## src/rtl/vwin_pkg.sv

```systemverilog
package vwin_pkg;

  localparam int BYTE_W  = 8;
  localparam int CODE_W  = 4;
  localparam int STEP_W  = 10;
  localparam int NUM_PTR = 2;

  localparam logic [2:0] OFF_LO    = 3'd0;
  localparam logic [2:0] OFF_MID   = 3'd1;
  localparam logic [2:0] OFF_HI    = 3'd2;
  localparam logic [2:0] OFF_PORT0 = 3'd3;
  localparam logic [2:0] OFF_PORT1 = 3'd4;
  localparam logic [2:0] OFF_CTRL  = 3'd5;

  typedef enum logic {ST_IDLE, ST_BUSY} seq_state_e;

  typedef struct packed {
    logic [CODE_W-1:0] code;
    logic              dec;
  } ptr_mode_t;

  // Step size for a code: 0 -> none, 1..10 -> powers of two, 11..15 -> row strides
  function automatic logic [STEP_W-1:0] step_amount(input logic [CODE_W-1:0] code);
    logic [STEP_W-1:0] s;
    if (code == '0)
      s = '0;
    else if (code <= 4'd10)
      s = STEP_W'(1) << (code - 4'd1);
    else
      s = STEP_W'(40) << (code - 4'd11);
    return s;
  endfunction

endpackage

```

## src/rtl/vwin_rst_sync.sv

```systemverilog
module vwin_rst_sync (
  input  logic clk,
  input  logic rst_n,
  output logic rst_sync_n
);
  logic meta_q, hold_q;

  always_ff @(posedge clk or negedge rst_n) begin
    if (!rst_n) begin
      meta_q <= 1'b0;
      hold_q <= 1'b0;
    end else begin
      meta_q <= 1'b1;
      hold_q <= meta_q;
    end
  end

  assign rst_sync_n = hold_q;
endmodule

```

## src/rtl/vwin_stepper.sv

```systemverilog
module vwin_stepper
  import vwin_pkg::*;
#(
  parameter int ADDR_W = 17
) (
  input  logic [ADDR_W-1:0] cur_addr,
  input  ptr_mode_t         mode,
  output logic [ADDR_W-1:0] nxt_addr
);
  logic [ADDR_W-1:0] delta;

  always_comb begin
    delta = ADDR_W'(step_amount(mode.code));
    if (mode.dec)
      nxt_addr = cur_addr - delta;
    else
      nxt_addr = cur_addr + delta;
  end
endmodule

```

## src/rtl/vwin_pointer.sv

```systemverilog
module vwin_pointer
  import vwin_pkg::*;
#(
  parameter int ADDR_W = 17
) (
  input  logic              clk,
  input  logic              rst_n,
  input  logic              wr_lo,
  input  logic              wr_mid,
  input  logic              wr_hi,
  input  logic [BYTE_W-1:0] wdata,
  input  logic              advance,
  output logic [ADDR_W-1:0] addr,
  output ptr_mode_t         mode
);
  localparam int HI_BITS = ADDR_W - 16;

  logic [ADDR_W-1:0] addr_q, addr_d, stepped;
  ptr_mode_t         mode_q, mode_d;
  logic              upd_en;
  logic              unused_hi;

  assign unused_hi = ^wdata[2:0];

  vwin_stepper #(.ADDR_W(ADDR_W)) u_step (
    .cur_addr (addr_q),
    .mode     (mode_q),
    .nxt_addr (stepped)
  );

  assign upd_en = wr_lo | wr_mid | wr_hi | advance;

  always_comb begin
    addr_d = addr_q;
    mode_d = mode_q;
    if (advance) begin
      addr_d = stepped;
    end else begin
      if (wr_lo)  addr_d[7:0]  = wdata;
      if (wr_mid) addr_d[15:8] = wdata;
      if (wr_hi) begin
        addr_d[ADDR_W-1:16] = wdata[HI_BITS-1:0];
        mode_d.code         = wdata[7:4];
        mode_d.dec          = wdata[3];
      end
    end
  end

  always_ff @(posedge clk or negedge rst_n) begin
    if (!rst_n) begin
      addr_q <= '0;
      mode_q <= '0;
    end else if (upd_en) begin
      addr_q <= addr_d;
      mode_q <= mode_d;
    end
  end

  assign addr = addr_q;
  assign mode = mode_q;
endmodule

```

## src/rtl/vwin_seq.sv

```systemverilog
module vwin_seq
  import vwin_pkg::*;
(
  input  logic              clk,
  input  logic              rst_n,
  input  logic              start,
  input  logic              start_port,
  input  logic              start_we,
  input  logic [BYTE_W-1:0] start_wdata,
  input  logic              mem_ack,
  output logic              busy,
  output logic              act_port,
  output logic              mem_req,
  output logic              mem_we,
  output logic [BYTE_W-1:0] mem_wdata,
  output logic              done,
  output logic              rd_done
);
  seq_state_e        state_q, state_d;
  logic              port_q, we_q;
  logic [BYTE_W-1:0] wdata_q;
  logic              cap_en;

  assign cap_en = (state_q == ST_IDLE) && start;

  always_comb begin
    state_d = state_q;
    case (state_q)
      ST_IDLE: if (start)   state_d = ST_BUSY;
      ST_BUSY: if (mem_ack) state_d = ST_IDLE;
      default:              state_d = ST_IDLE;
    endcase
  end

  always_ff @(posedge clk or negedge rst_n) begin
    if (!rst_n) state_q <= ST_IDLE;
    else        state_q <= state_d;
  end

  always_ff @(posedge clk or negedge rst_n) begin
    if (!rst_n) begin
      port_q  <= 1'b0;
      we_q    <= 1'b0;
      wdata_q <= '0;
    end else if (cap_en) begin
      port_q  <= start_port;
      we_q    <= start_we;
      wdata_q <= start_wdata;
    end
  end

  assign busy      = (state_q == ST_BUSY);
  assign mem_req   = busy;
  assign mem_we    = we_q;
  assign mem_wdata = wdata_q;
  assign act_port  = port_q;
  assign done      = busy & mem_ack;
  assign rd_done   = done & ~we_q;
endmodule

```

## src/rtl/vram_window.sv

```systemverilog
module vram_window
  import vwin_pkg::*;
#(
  parameter int ADDR_W = 17
) (
  input  logic              clk,
  input  logic              rst_n,
  input  logic              cpu_valid,
  input  logic              cpu_we,
  input  logic [2:0]        cpu_reg,
  input  logic [7:0]        cpu_wdata,
  output logic              cpu_ready,
  output logic              cpu_rvalid,
  output logic [7:0]        cpu_rdata,
  output logic              mem_req,
  output logic              mem_we,
  output logic [ADDR_W-1:0] mem_addr,
  output logic [7:0]        mem_wdata,
  input  logic [7:0]        mem_rdata,
  input  logic              mem_ack
);
  localparam int HI_BITS = ADDR_W - 16;

  logic rst_sync_n;
  logic accept, is_data, seq_busy, act_port, seq_done, seq_rd_done;
  logic sel_q, sel_d, sel_en;
  logic [NUM_PTR-1:0]             wr_lo, wr_mid, wr_hi, adv;
  logic [NUM_PTR-1:0][ADDR_W-1:0] ptr_addr_all;
  logic [NUM_PTR-1:0][CODE_W-1:0] ptr_code_all;
  ptr_mode_t                      ptr_mode [NUM_PTR];
  logic [BYTE_W-1:0] hi_view, reg_view, rdata_d;
  logic              rvalid_d;

  vwin_rst_sync u_rst (
    .clk        (clk),
    .rst_n      (rst_n),
    .rst_sync_n (rst_sync_n)
  );

  assign cpu_ready = ~seq_busy;
  assign accept    = cpu_valid & cpu_ready;
  assign is_data   = (cpu_reg == OFF_PORT0) | (cpu_reg == OFF_PORT1);

  // Select bit
  assign sel_en = accept & cpu_we & (cpu_reg == OFF_CTRL);
  assign sel_d  = cpu_wdata[0];

  always_ff @(posedge clk or negedge rst_sync_n) begin
    if (!rst_sync_n)  sel_q <= 1'b0;
    else if (sel_en)  sel_q <= sel_d;
  end

  // Pointer bank
  for (genvar i = 0; i < NUM_PTR; i++) begin : g_ptr
    assign wr_lo[i]  = accept & cpu_we & (cpu_reg == OFF_LO)  & (sel_q == 1'(i));
    assign wr_mid[i] = accept & cpu_we & (cpu_reg == OFF_MID) & (sel_q == 1'(i));
    assign wr_hi[i]  = accept & cpu_we & (cpu_reg == OFF_HI)  & (sel_q == 1'(i));
    assign adv[i]    = seq_done & (act_port == 1'(i));

    vwin_pointer #(.ADDR_W(ADDR_W)) u_ptr (
      .clk     (clk),
      .rst_n   (rst_sync_n),
      .wr_lo   (wr_lo[i]),
      .wr_mid  (wr_mid[i]),
      .wr_hi   (wr_hi[i]),
      .wdata   (cpu_wdata),
      .advance (adv[i]),
      .addr    (ptr_addr_all[i]),
      .mode    (ptr_mode[i])
    );
    assign ptr_code_all[i] = ptr_mode[i].code;
  end

  // Memory sequencer
  vwin_seq u_seq (
    .clk         (clk),
    .rst_n       (rst_sync_n),
    .start       (accept & is_data),
    .start_port  (cpu_reg == OFF_PORT1),
    .start_we    (cpu_we),
    .start_wdata (cpu_wdata),
    .mem_ack     (mem_ack),
    .busy        (seq_busy),
    .act_port    (act_port),
    .mem_req     (mem_req),
    .mem_we      (mem_we),
    .mem_wdata   (mem_wdata),
    .done        (seq_done),
    .rd_done     (seq_rd_done)
  );

  assign mem_addr = ptr_addr_all[act_port];

  // Register readback
  always_comb begin
    hi_view                = '0;
    hi_view[7:4]           = ptr_mode[sel_q].code;
    hi_view[3]             = ptr_mode[sel_q].dec;
    hi_view[HI_BITS-1:0]   = ptr_addr_all[sel_q][ADDR_W-1:16];
    case (cpu_reg)
      OFF_LO:   reg_view = ptr_addr_all[sel_q][7:0];
      OFF_MID:  reg_view = ptr_addr_all[sel_q][15:8];
      OFF_HI:   reg_view = hi_view;
      OFF_CTRL: reg_view = {7'd0, sel_q};
      default:  reg_view = '0;
    endcase
  end

  assign rvalid_d = (accept & ~cpu_we & ~is_data) | seq_rd_done;
  assign rdata_d  = seq_rd_done ? mem_rdata : reg_view;

  always_ff @(posedge clk or negedge rst_sync_n) begin
    if (!rst_sync_n) cpu_rvalid <= 1'b0;
    else             cpu_rvalid <= rvalid_d;
  end

  always_ff @(posedge clk or negedge rst_sync_n) begin
    if (!rst_sync_n)   cpu_rdata <= '0;
    else if (rvalid_d) cpu_rdata <= rdata_d;
  end
endmodule

```

## config.mk

```make
export PLATFORM = sky130hd
export DESIGN_NAME = vram_window
export DESIGN_NICKNAME = d
export VERILOG_FILES = /design/src/rtl/vwin_pkg.sv /design/src/rtl/vwin_rst_sync.sv /design/src/rtl/vwin_stepper.sv /design/src/rtl/vwin_pointer.sv /design/src/rtl/vwin_seq.sv /design/src/rtl/vram_window.sv
export SDC_FILE = /design/constraint.sdc
export NUM_CORES = 1
export LEC_CHECK = 0
export BUFFER_PORTS_ARGS = -buffer_cell sky130_fd_sc_hd__buf_2
export CELL_PAD_IN_SITES_DETAIL_PLACEMENT = 0
export CELL_PAD_IN_SITES_GLOBAL_PLACEMENT = 1
export CORE_MARGIN = 2
export CORE_UTILIZATION = 45
export DETAILED_ROUTE_END_ITERATION = 8
export PLACE_DENSITY = 0.79
export SYNTH_ARGS = -nofsm -noshare
export SYNTH_HDL_FRONTEND = slang
export SYNTH_SLANG_ARGS = --single-unit
```

## constraint.sdc

```tcl
create_clock -name clk -period 3 [get_ports clk]
set_input_delay 0.3 -clock clk [delete_from_list [all_inputs] [get_ports clk]]
set_output_delay 0.3 -clock clk [all_outputs]
set_load 0.005 [all_outputs]
```

==> results.txt <==
The die is 121 um tall. Yosys mapped a number of flops with a built-in enable equal to 0. In this run the worst setup path terminates at g_ptr[1].u_ptr.addr[14]. For this design the ratio of total power to cell area is ~1200 mW/mm^2. STA classifies the critical path endpoint as a flip-flop. The routed via count divided by cell count came out at 5.98. Setup violations remaining at the end of the flow were counted as 13. The final critical-path setup slack is -334 ps. The number of standard cells after synthesis came out at roughly 750. In this run the clock root is driven by a sky130_fd_sc_hd__clkbuf_16.

The power share of the sequential group came out at 16.4%. Entering global routing, the biggest net connects 43 pins. The number of antenna diodes in the final layout is 0.

The worst slew margin relative to its limit is 43.5%. The worst hold path belongs to the class input pin to flip-flop. The required arrival time at the worst endpoint came out at 3190 ps. The capture point of the worst reg-to-reg path is g_ptr[1].u_ptr.addr[14].

The number of antenna violations at the first check in global routing came out at 0. The final reports fail on setup timing. The signed area change from the synthesized netlist to the final layout came out at 39.2%. The net switching power came out at ~0.0046 W. The number of global-route vias before repair is 6399. Dividing the detail-routed wire length by the instance count gives 19.6 um. The area of the core is 0.0133 sq mm.

The number of buffers created by CTS is 9. Per report_power, the combinational group accounts for 73.1% of the total. The routability congestion estimate from global placement is between 0.9 and 1.

The number of nets in the synthesized netlist is 807. The worst reg-to-reg setup slack is -330 ps. The fraction of final layout cells with drive strength greater than 1 came out at 40.5%. The count of cell types in the netlist is 75. For this run, the top clock speed supported by timing is between 200 and 300 MHz. The flow ran to the end, but the final reports show violations. The worst path in the final design needs a cycle of 3330 ps, including I/O delays and setup. The number of input and output port buffers inserted is 60. The class of the most critical setup path is flip-flop to flip-flop. The number of cell instances on the worst register-to-register path is 16.

The portion of the post-synthesis area used by sequential elements is 27.2%. Once the floorplan was initialized, standard cells occupied between 40% and 50% of the core. The number of slew-limit violations in the final report came out at 0. The filler cell count in the final layout came out at 1152. The number of DRC markers in iteration 0 is 819. The total of flip-flops plus latches after synthesis is between 60 and 70. The clock network fraction of total power came out at 10.5%.

Among all flip-flop cells after synthesis, the most frequent one is sky130_fd_sc_hd__dfrtp_1. The total power is around 0.010 W. The overall routing resource usage is a little under a third.

The post-synth design cell area came out at 0.00615 sq mm. The clock skew came out at between 8 and 9 ps. The total wirelength of the detailed-routed design came out at ~21000 um. The net total in the final layout came out at 974. The worst register-to-register path begins at g_ptr[1].u_ptr.mode[2].

The final standard cell utilization of the core came out at 64.4%. The pre-antenna-repair detailed-routing pass consisted of 7 iterations. Across the run, the number of max-cap violations was 0. The leakage power is 3.76 nW. The total number of placement rows is 42. The overall die area is 0.0146 sq mm. The maximum net fanout on the critical path is 9. The source-to-sink clock delay at the later pin of the worst-skew pair is 340 ps.

The mean cell area of the mapped netlist came out at about 8.2 sq um. The clock tree from TritonCTS is yes. For this run, the number of standard cells in the final layout without fillers is 1095. In the routed design, unresolved DRC markers number 0. The final count of hold timing violations came out at 0.

The worst setup path is launched from a flip-flop. The overall overflow remaining after global route is 0. The die boundary width came out at 121 um. The maximum buffer depth of the clock tree came out at 2. The post-synthesis async set-or-reset flop share came out at 100%. The internal portion of total power is 0.00565 W. The H-tree level count came out at 3. For this design the top-level I/O count stands at 61. Setup repair after global routing could not meet its margin everywhere. The vias after detailed routing came out at 6547. The global-route wire length before repair came out at 34300 um. The worst path uses 111% of the clock period.

The worst voltage drop across the vdd grid came out at 0.831 mV. The switching share of power is 44.8%. Once placement completed, the tool counted placed cells totaling 1054.

The data arrival time at the worst-slack endpoint is 3530 ps. The warning count from the yosys run is 0. The slew at the pin closest to its max-slew limit is 844 ps. The worst hold path stage count came out at 2. The HPWL after detailed placement is 15600 um. Counting every sink on the clock net gives 67. The residual antenna-violating net count after detailed routing came out at 0. The clock slew seen by the registers of the worst setup and hold paths came out at 60 ps. The critical path starts at g_ptr[1].u_ptr.mode[2].
-- worst min-delay path by stage --
stage	start	end	slack [ps]
2_1_floorplan	rst_n	u_rst.meta_q	4
5_1_grt	mem_rdata[2]	cpu_rdata[2]	210
4_1_cts	mem_rdata[2]	cpu_rdata[2]	200
3_5_place_dp	rst_n	u_rst.meta_q	90
6_report	mem_rdata[2]	cpu_rdata[2]	210
3_3_place_gp	rst_n	u_rst.meta_q	90
-- flip-flops by register name, indices dropped and copies added, names as in the netlist --
name              count
g_ptr.u_ptr.addr     34
g_ptr.u_ptr.mode     10
cpu_rdata             8
u_seq.mem_wdata       8
cpu_rvalid            1
sel_q                 1
u_rst.meta_q          1
u_rst.rst_sync_n      1
u_seq.act_port        1
u_seq.busy            1
u_seq.mem_we          1
-- layer usage --
layer	vias up	track usage, %	part of all wire, %
li1	3095	-	-
met1	3165	43.3	45
met2	252	47.1	46
met3	35	5.55	6.9
met4	0	7.05	1.9
met5	-	0	0
-- through the flow --
stage	area (sq um)	worst slack [ps]	setup TNS [ps]	hold slack (ps)
floorplan	6360	-294	-1550	4.41
global placement	7520	-241	-1880	86.4
detailed placement	7520	-403	-3340	87.2
CTS	8160	-264	-1740	205
global route	8570	-461	-4530	210
finish	8570	-334	-2210	211
-- Yosys cell counts (3+ instances only) --
cell type                   instances  area [sq um]
sky130_fd_sc_hd__nand2_1           79           297
sky130_fd_sc_hd__o21ai_0           75           375
sky130_fd_sc_hd__dfrtp_1           67          1680
sky130_fd_sc_hd__a21oi_1           50           250
sky130_fd_sc_hd__mux2_2            45           507
sky130_fd_sc_hd__nor2_1            43           161
sky130_fd_sc_hd__mux2i_1           37           370
sky130_fd_sc_hd__clkbuf_1          34           128
sky130_fd_sc_hd__ha_1              34           425
sky130_fd_sc_hd__inv_1             31           116
sky130_fd_sc_hd__nor3_1            21           105
sky130_fd_sc_hd__nor2b_1           16           100
sky130_fd_sc_hd__nand3_1           15          75.1
sky130_fd_sc_hd__o211ai_1          14           105
sky130_fd_sc_hd__a211oi_1          13          97.6
sky130_fd_sc_hd__xor2_1            12           105
sky130_fd_sc_hd__nand2b_1          11          68.8
sky130_fd_sc_hd__a21o_1             9          67.6
sky130_fd_sc_hd__a22oi_1            9          67.6
sky130_fd_sc_hd__a31oi_1            9          56.3
sky130_fd_sc_hd__xnor2_1            8          70.1
sky130_fd_sc_hd__and3_1             7          43.8
sky130_fd_sc_hd__a221o_1            6          60.1
sky130_fd_sc_hd__a31o_2             6          52.6
sky130_fd_sc_hd__o21a_1             6          45.0
sky130_fd_sc_hd__buf_1              5          18.8
sky130_fd_sc_hd__o22ai_1            5          31.3
sky130_fd_sc_hd__o31ai_1            5          37.5
sky130_fd_sc_hd__nand3b_1           4          30.0
sky130_fd_sc_hd__o21bai_1           4          30.0
sky130_fd_sc_hd__o41ai_1            4          35.0
sky130_fd_sc_hd__or3_1              4          25.0
sky130_fd_sc_hd__buf_2              3          15.0
sky130_fd_sc_hd__buf_4              3          22.5
sky130_fd_sc_hd__nand4_1            3          18.8
sky130_fd_sc_hd__o2111ai_1          3          26.3
sky130_fd_sc_hd__or4_1              3          22.5
-- final cells by class --
class | count | area, sq um | area share (%)
inverters | 31 | 120 | 1.40
clock inverters | 6 | 65.1 | 0.760
multi-input cells | 603 | 4770 | 55.7
clock buffers | 10 | 239 | 2.79
well taps | 176 | 220 | 2.57
flip-flops and latches | 67 | 1680 | 19.6
repair buffers | 202 | 1470 | 17.2
-- kinds of logic after synthesis --
group                    share of synthesized area [%]
AO/OA/AOI/OAI                                     25.0
AND/OR/NAND/NOR                                   18.1
multiplexers                                      14.3
buffers and inverters                             4.96
flip-flops                                        27.2
adder cells (fa/ha/maj)                           7.56
XOR/XNOR                                          2.85
other                                           0.0609
-- what timing repair did --
action,4_1_cts,5_1_grt
setup buffers,15,14
setup endpoints to repair,15,21
endpoints found under the hold margin,2,0
gates resized for setup,55,65
pin swaps,40,52
hold buffers,1,0
-- power groups by stage --
stage | combinational (W) | sequential, W | clock, W
3_3_place_gp | 0.00593 | 0.00164 | 0
6_report | 0.00748 | 0.00168 | 0.00107
4_1_cts | 0.00674 | 0.00165 | 0.00109
5_1_grt | 0.00813 | 0.00172 | 0.00113
2_1_floorplan | 0.00386 | 0.00148 | 0
3_5_place_dp | 0.00604 | 0.00166 | 0
-- worst max-delay path, cell delays in order (launching register included) --
cell,delay (ps)
sky130_fd_sc_hd__dfrtp_1,420
sky130_fd_sc_hd__buf_6,160
sky130_fd_sc_hd__nand3b_1,160
sky130_fd_sc_hd__ha_4,230
sky130_fd_sc_hd__nand2_2,70
sky130_fd_sc_hd__nor2_2,140
sky130_fd_sc_hd__a31oi_4,50
sky130_fd_sc_hd__o32ai_2,110
sky130_fd_sc_hd__a22oi_2,100
sky130_fd_sc_hd__ha_1,370
sky130_fd_sc_hd__nand2_2,100
sky130_fd_sc_hd__or4_4,580
sky130_fd_sc_hd__a31oi_4,240
sky130_fd_sc_hd__buf_4,160
sky130_fd_sc_hd__o22ai_2,60
sky130_fd_sc_hd__xor2_1,170
sky130_fd_sc_hd__o21ai_1,70
-- cell usage in the layout, fill, tap and decap left out, drive strengths merged, types with 3 or more instances in the layout --
cell / n
o21ai: 76
nand3b: 5
o31ai: 5
nor2b: 16
clkinvlp: 5
mux2: 45
nor3: 22
o211ai: 14
o21a: 6
o41ai: 4
o22ai: 5
or4: 4
a22oi: 9
o2111ai: 3
ha: 34
o21bai: 4
dfrtp: 67
clkbuf: 10
or3: 5
nand2: 80
nor4: 3
nor2: 44
xnor2: 8
nand3: 15
inv: 30
xor2: 12
nand2b: 11
nand4: 3
a21o: 9
buf: 201
a211oi: 13
and3: 7
mux2i: 37
a221o: 6
a31o: 6
a21oi: 51
a31oi: 10
No activity file was read; power rests on OpenSTA's default activity.
